$ cat src/rtl/slru_pkg.sv
package slru_pkg;

    // Segment membership of one slot
    typedef enum logic {
        SEG_PROB = 1'b0,
        SEG_PROT = 1'b1
    } seg_e;

    // Update applied to the tag store in the cycle of a request
    typedef enum logic [1:0] {
        OP_NONE     = 2'd0,
        OP_HIT_PROT = 2'd1,
        OP_HIT_PROB = 2'd2,
        OP_INSERT   = 2'd3
    } slru_op_e;

    // Decision produced by the control path for one request
    typedef struct packed {
        slru_op_e op;
        logic     evict;
        logic     demote;
    } slru_ctl_t;

endpackage

$ cat src/rtl/slru_match.sv
module slru_match #(
    parameter int N     = 8,
    parameter int TAG_W = 16,
    parameter int IDX_W = 3
) (
    input  logic [N-1:0]            valid,
    input  logic [N-1:0][TAG_W-1:0] tags,
    input  logic [TAG_W-1:0]        key,
    output logic                    hit,
    output logic [IDX_W-1:0]        hit_idx,
    output logic                    has_free,
    output logic [IDX_W-1:0]        free_idx
);

    logic [N-1:0] match;

    // One comparator per slot
    for (genvar g = 0; g < N; g++) begin : g_cmp
        assign match[g] = valid[g] && (tags[g] == key);
    end

    always_comb begin
        hit      = |match;
        hit_idx  = '0;
        has_free = ~&valid;
        free_idx = '0;
        // Scan downward so the lowest index wins
        for (int i = N - 1; i >= 0; i--) begin
            if (match[i]) hit_idx = IDX_W'(i);
            if (!valid[i]) free_idx = IDX_W'(i);
        end
    end

endmodule

$ cat src/rtl/slru_census.sv
module slru_census #(
    parameter int N     = 8,
    parameter int IDX_W = 3,
    parameter int CNT_W = 4
) (
    input  logic [N-1:0]            valid,
    input  logic [N-1:0]            seg,
    input  logic [N-1:0][IDX_W-1:0] rank,
    output logic [CNT_W-1:0]        prob_cnt,
    output logic [CNT_W-1:0]        prot_cnt,
    output logic [IDX_W-1:0]        prob_lru,
    output logic [IDX_W-1:0]        prot_lru
);
    import slru_pkg::*;

    always_comb begin
        prob_cnt = '0;
        prot_cnt = '0;
        for (int i = 0; i < N; i++) begin
            if (valid[i] && seg[i] == SEG_PROT) prot_cnt = prot_cnt + CNT_W'(1);
            if (valid[i] && seg[i] == SEG_PROB) prob_cnt = prob_cnt + CNT_W'(1);
        end
    end

    // Oldest member of a segment carries rank count-1
    always_comb begin
        prob_lru = '0;
        prot_lru = '0;
        for (int i = 0; i < N; i++) begin
            if (valid[i] && seg[i] == SEG_PROB &&
                CNT_W'(rank[i]) == prob_cnt - CNT_W'(1))
                prob_lru = IDX_W'(i);
            if (valid[i] && seg[i] == SEG_PROT &&
                CNT_W'(rank[i]) == prot_cnt - CNT_W'(1))
                prot_lru = IDX_W'(i);
        end
    end

endmodule

$ cat src/rtl/slru_rerank.sv
module slru_rerank #(
    parameter int N     = 8,
    parameter int TAG_W = 16,
    parameter int IDX_W = 3
) (
    input  logic [N-1:0]            valid,
    input  logic [N-1:0][TAG_W-1:0] tags,
    input  logic [N-1:0]            seg,
    input  logic [N-1:0][IDX_W-1:0] rank,
    input  slru_pkg::slru_ctl_t     ctl,
    input  logic [IDX_W-1:0]        tgt,
    input  logic [IDX_W-1:0]        tgt_rank,
    input  logic [IDX_W-1:0]        dem_idx,
    input  logic [TAG_W-1:0]        new_tag,
    output logic [N-1:0]            nxt_valid,
    output logic [N-1:0][TAG_W-1:0] nxt_tags,
    output logic [N-1:0]            nxt_seg,
    output logic [N-1:0][IDX_W-1:0] nxt_rank
);
    import slru_pkg::*;

    for (genvar g = 0; g < N; g++) begin : g_slot
        logic is_tgt;
        logic is_dem;
        logic older;

        assign is_tgt = (tgt == IDX_W'(g));
        assign is_dem = ctl.demote && (dem_idx == IDX_W'(g));
        assign older  = rank[g] > tgt_rank;

        always_comb begin
            nxt_valid[g] = valid[g];
            nxt_tags[g]  = tags[g];
            nxt_seg[g]   = seg[g];
            nxt_rank[g]  = rank[g];
            case (ctl.op)
                OP_HIT_PROT: begin
                    // Move to newest protected; newer protected slots age by one
                    if (is_tgt) begin
                        nxt_rank[g] = '0;
                    end else if (valid[g] && seg[g] == SEG_PROT && rank[g] < tgt_rank) begin
                        nxt_rank[g] = rank[g] + IDX_W'(1);
                    end
                end
                OP_HIT_PROB: begin
                    if (is_tgt) begin
                        nxt_seg[g]  = SEG_PROT;
                        nxt_rank[g] = '0;
                    end else if (valid[g]) begin
                        if (is_dem) begin
                            nxt_seg[g]  = SEG_PROB;
                            nxt_rank[g] = '0;
                        end else if (seg[g] == SEG_PROT) begin
                            nxt_rank[g] = rank[g] + IDX_W'(1);
                        end else begin
                            // Close the gap left by the promoted slot,
                            // then make room for a demoted one
                            nxt_rank[g] = rank[g] - IDX_W'(older) + IDX_W'(ctl.demote);
                        end
                    end
                end
                OP_INSERT: begin
                    if (is_tgt) begin
                        nxt_valid[g] = 1'b1;
                        nxt_tags[g]  = new_tag;
                        nxt_seg[g]   = SEG_PROB;
                        nxt_rank[g]  = '0;
                    end else if (valid[g] && seg[g] == SEG_PROB) begin
                        nxt_rank[g] = rank[g] + IDX_W'(1);
                    end
                end
                default: ;
            endcase
        end
    end

endmodule

$ cat src/rtl/slru_ctrl.sv
module slru_ctrl #(
    parameter int NUM_ENTRIES = 8,
    parameter int TAG_W       = 16,
    parameter int PROT_MAX    = 4
) (
    input  logic                           clk,
    input  logic                           rst,
    input  logic                           req_valid,
    input  logic [TAG_W-1:0]               req_tag,
    output logic                           rsp_valid,
    output logic                           rsp_hit,
    output logic [$clog2(NUM_ENTRIES)-1:0] rsp_idx,
    output logic                           rsp_evict,
    output logic [$clog2(NUM_ENTRIES)-1:0] rsp_victim_idx,
    output logic [TAG_W-1:0]               rsp_victim_tag
);
    import slru_pkg::*;

    localparam int N     = NUM_ENTRIES;
    localparam int IDX_W = $clog2(NUM_ENTRIES);
    localparam int CNT_W = $clog2(NUM_ENTRIES + 1);

    // Tag store state
    logic [N-1:0]            valid_q;
    logic [N-1:0][TAG_W-1:0] tag_q;
    logic [N-1:0]            seg_q;
    logic [N-1:0][IDX_W-1:0] rank_q;

    logic [N-1:0]            valid_d;
    logic [N-1:0][TAG_W-1:0] tag_d;
    logic [N-1:0]            seg_d;
    logic [N-1:0][IDX_W-1:0] rank_d;

    logic             hit, has_free;
    logic [IDX_W-1:0] hit_idx, free_idx;
    logic [CNT_W-1:0] prob_cnt, prot_cnt;
    logic [IDX_W-1:0] prob_lru, prot_lru;

    slru_ctl_t        ctl;
    logic [IDX_W-1:0] tgt, tgt_rank;

    slru_match #(.N(N), .TAG_W(TAG_W), .IDX_W(IDX_W)) u_match (
        .valid    (valid_q),
        .tags     (tag_q),
        .key      (req_tag),
        .hit      (hit),
        .hit_idx  (hit_idx),
        .has_free (has_free),
        .free_idx (free_idx)
    );

    slru_census #(.N(N), .IDX_W(IDX_W), .CNT_W(CNT_W)) u_census (
        .valid    (valid_q),
        .seg      (seg_q),
        .rank     (rank_q),
        .prob_cnt (prob_cnt),
        .prot_cnt (prot_cnt),
        .prob_lru (prob_lru),
        .prot_lru (prot_lru)
    );

    // Request decision
    always_comb begin
        ctl      = '{op: OP_NONE, evict: 1'b0, demote: 1'b0};
        tgt      = '0;
        tgt_rank = '0;
        if (req_valid) begin
            if (hit) begin
                tgt      = hit_idx;
                tgt_rank = rank_q[hit_idx];
                if (seg_q[hit_idx] == SEG_PROT) begin
                    ctl.op = OP_HIT_PROT;
                end else begin
                    ctl.op     = OP_HIT_PROB;
                    ctl.demote = (prot_cnt >= CNT_W'(PROT_MAX));
                end
            end else begin
                ctl.op = OP_INSERT;
                if (has_free) begin
                    tgt = free_idx;
                end else begin
                    ctl.evict = 1'b1;
                    tgt       = (prob_cnt != '0) ? prob_lru : prot_lru;
                end
            end
        end
    end

    slru_rerank #(.N(N), .TAG_W(TAG_W), .IDX_W(IDX_W)) u_rerank (
        .valid     (valid_q),
        .tags      (tag_q),
        .seg       (seg_q),
        .rank      (rank_q),
        .ctl       (ctl),
        .tgt       (tgt),
        .tgt_rank  (tgt_rank),
        .dem_idx   (prot_lru),
        .new_tag   (req_tag),
        .nxt_valid (valid_d),
        .nxt_tags  (tag_d),
        .nxt_seg   (seg_d),
        .nxt_rank  (rank_d)
    );

    always_ff @(posedge clk) begin
        if (rst) begin
            valid_q <= '0;
            tag_q   <= '0;
            seg_q   <= '0;
            rank_q  <= '0;
        end else begin
            valid_q <= valid_d;
            tag_q   <= tag_d;
            seg_q   <= seg_d;
            rank_q  <= rank_d;
        end
    end

    // Registered response
    always_ff @(posedge clk) begin
        if (rst) begin
            rsp_valid      <= 1'b0;
            rsp_hit        <= 1'b0;
            rsp_idx        <= '0;
            rsp_evict      <= 1'b0;
            rsp_victim_idx <= '0;
            rsp_victim_tag <= '0;
        end else begin
            rsp_valid      <= req_valid;
            rsp_hit        <= req_valid && hit;
            rsp_idx        <= tgt;
            rsp_evict      <= ctl.evict;
            rsp_victim_idx <= ctl.evict ? tgt : '0;
            rsp_victim_tag <= ctl.evict ? tag_q[tgt] : '0;
        end
    end

endmodule

$ cat config.mk
export PLATFORM = sky130hd
export DESIGN_NAME = slru_ctrl
export DESIGN_NICKNAME = d
export VERILOG_FILES = /design/src/rtl/slru_pkg.sv /design/src/rtl/slru_match.sv /design/src/rtl/slru_census.sv /design/src/rtl/slru_rerank.sv /design/src/rtl/slru_ctrl.sv
export SDC_FILE = /design/constraint.sdc
export NUM_CORES = 1
export LEC_CHECK = 0
export ABC_AREA = 1
export ABC_CLOCK_PERIOD_IN_PS = 10900
export CORE_MARGIN = 10
export CORE_UTILIZATION = 50
export CTS_CLUSTER_DIAMETER = 40
export DETAILED_ROUTE_END_ITERATION = 8
export MAX_ROUTING_LAYER = met4
export PLACE_DENSITY = 0.78
export SYNTH_ARGS = -nofsm -noshare
export SYNTH_HDL_FRONTEND = slang
export SYNTH_SLANG_ARGS = --single-unit
$ cat constraint.sdc
create_clock -name clk -period 10.9 [get_ports clk]
set_input_delay 1.635 -clock clk [delete_from_list [all_inputs] [get_ports clk]]
set_output_delay 1.635 -clock clk [all_outputs]
set_load 0.005 [all_outputs]
==> flow_summary.ini <==
[logic_synthesis]
syn_area_um2 = 15590
synth_top_cells_by_count = nand2_1, nor2_1, inv_1
yosysSeqAreaShare_pct = 24.78
syn_nets = 2632
ys_async_sr_fraction_pct = 0
yosysMostFrequentCell = nand2_1
synth.area.mux_share_pct = 0.4573
synth_top_area_share_pct = 24.78
synth-seq-cells = 193
synth_warnings = 0
synth_top_family_by_area = simple AND/OR/NAND/NOR gates
synthXorXnorAreaFrac_pct = 4.316
synth_edf_count = 0
ys_top_cells_by_area = dfxtp_1, nand2_1, nor2_1
yosys.area_share.adder_pct = 6.082
synthSimpleGateAreaFrac_pct = 39.15
synth_top_cell_by_area = dfxtp_1
synth.distinct_cells = 59
syn_inst = 2542
synth_compound_area_share_pct = 14.79
ys.flop_type = dfxtp_1
avgSynthCellArea_um2 = 6.135

[power_and_ir_drop]
internal_power_mw = 1.238
p_clk_share_pct = 39.5
p_switching_mw = 0.6093
p_seq_share_pct = 40.8
p_leak_nw = 7.784
power_density_nw_per_um2 = 110.4
vdd_ir_drop_max_v = 0.0001300
swShare_pct = 32.98
p_comb_share_pct = 19.6

[floorplan]
dieArea_um2 = 38650
design.core.area_um2 = 30670
die_h_um = 196.6
pin_count = 44
row_count = 64
die_w_um = 196.6
initial_core_util_pct = 50.85

[sta]
hold_slack_ps = 492.1
period_share_pct = 78.23
period_minus_slack_ps = 8527
tightest_slew_ps = 1162
fmax_mhz = 117.3
fin_setup_tns_ps = 0
report.final.hold_viol_count = 0
setup_viol = 0
slew_violations = 0
finClkSkew_ps = 13.00
slew_headroom_pct = 22.25
rsz0062_at_grt = no

[final_layout]
fill_cells = 3089
seqCellArea_um2 = 3864
drive_gt1_share_pct = 6.357
multiInputGateArea_um2 = 10110
final_nets = 2594
num_antenna_cells = 0
area_delta_synth_final_pct = 7.317

[cts]
cts_sinks = 193
cts_max_level = 4
cts_tree = yes
cts_inserted_buffers = 17
clk_pin_slew_worst_paths_ps = 80
cts_resized = 0
post_cts_buffers = 0
clock_latency_ps = 470
clockBufferDepth = 2
ctsHoldBuffers = 0
root_buffer = clkbuf_16

[detailed_routing]
first_pass_iters = 7
wl_per_cell_um = 20.11
route.top_layer_used = met4
num_vias = 17500
routed-wl-met3_um = 5272
wirelength_um = 58590
drt_iter0_markers = 2132
ant_nets = 0
met2_length_um = 26040
vias_per_cell = 6.007
drc = 0
wl_met1_um = 23670

[status]
outcome = completed

[placed_design]
port_buffers = 43
dp_hpwl_um = 42560
gp_congestion = 1.044

[hold_path]
hp-start = tag_q[71]
min_path_type = reg -> reg

[worst_setup_path]
crit_top_cell = nand2_1
startpoint_type = flip-flop
critPathMaxStageDelay_ps = 690
critPathLaunch = valid_q[1]
crit_fanout = 33
cp.required_ps = 11300
r2r-start = valid_q[1]
critPathArrivalTime_ps = 8920
end_kind = flip-flop
slowest_stage = a21oi_4
critical_path_class = reg -> reg

[global_route]
grt_max_degree = 91
grt_pass1_vias = 16160
grt_usage_pct = 30.34
antenna_found_initial = 0
grt_pass1_wl_um = 91110
gr-total-overflow = 0

[flow_run]
maxCapViolCount = 0
==> worst max-delay path: cells and delay by family (launching register included) <==
kind                     cells  cell delay [ps]
adder cells (fa/ha/maj)      7             2120
AND/OR/NAND/NOR             21             3310
buffers and inverters        9              810
AO/OA/AOI/OAI                7             1740
flip-flops                   1              440
==> final timing paths <==
path | endpoint | slack [ps] | depth (start not counted)
max | tag_q[91] | 2370 | 44
min | tag_q[71] | 490 | 2
max reg2reg | tag_q[91] | 2370 | 44
min reg2reg | tag_q[71] | 490 | 2
==> flip-flops by register name, indices dropped and copies added (netlist names) <==
register        cells
rank_q             24
rsp_evict           1
rsp_hit             1
rsp_idx             3
rsp_valid           1
rsp_victim_idx      3
rsp_victim_tag     16
seg_q               8
tag_q             128
valid_q             8
==> per-layer routing <==
metal | vias to the layer above | GRT usage, %
li1 | 8279 | -
met1 | 7921 | 36.77
met2 | 1041 | 47.12
met3 | 258 | 5.346
met4 | 0 | 16.73
met5 | - | -
==> metrics by stage <==
stage                     std cells  cell area, um2  worst slack (ps)  total power [mW]  util [%]
after CTS                      2913           16740              2591             1.835     54.57
after global routing           2913           16740              1792             1.914     54.57
after detailed placement       2881           16090              2243             1.121     52.45
after global placement         2881           16090              2358             1.113     52.45
after floorplan                2542           15600              4405             1.023         -
final                          2913           16740              2373             1.848     54.57
==> logic make-up (layout without fill, tap and decap cells) <==
family,after synthesis,count (layout)
buffers and inverters,388,363
AND/OR/NAND/NOR,1403,1403
flip-flops,193,193
adder cells (fa/ha/maj),71,71
XOR/XNOR,76,76
AO/OA/AOI/OAI,404,404
multiplexers,7,7
==> layout make-up <==
class	count	share of cell area, %
Clock buffer	17	2.542
Clock inverter	15	1.346
Inverter	262	5.891
Multi-Input combinational cell	1961	60.44
Sequential cell	193	23.09
Tap cell	396	2.961
Timing Repair Buffer	69	3.738
==> power by group through the flow <==
stage | registers [mW] | clock network (mW) | logic [mW]
3_5_place_dp | 0.769 | 0 | 0.351
5_1_grt | 0.756 | 0.755 | 0.403
4_1_cts | 0.753 | 0.728 | 0.354
6_report | 0.754 | 0.730 | 0.363
2_1_floorplan | 0.754 | 0 | 0.269
3_3_place_gp | 0.769 | 0 | 0.344
==> layout by cell type, fill, tap and decap left out, types with 6 or more instances in the layout <==
master           synthesis  final
a211oi_1                10     10
a21oi_1                 66     66
a31oi_1                 10     10
a32oi_1                  8      8
buf_4                   14     26
clkbuf_16                0     17
clkdlybuf4s50_1          0     43
dfxtp_1                193    193
fa_1                     8      8
ha_1                    63     63
inv_1                  232    231
inv_2                   26     26
mux2i_1                  6      6
nand2_1                636    635
nand2_2                 26     27
nand3_1                143    143
nand4_1                 69     69
nor2_1                 415    415
nor3_1                  28     28
nor3b_1                  9      9
nor4_1                  28     28
o2111ai_1               10     10
o21ai_0                154    154
o21ai_1                 70     70
o22ai_1                 50     50
or2_2                   16     16
xnor2_1                 25     25
xor2_1                  50     50
(Power assumes the default switching activity.)
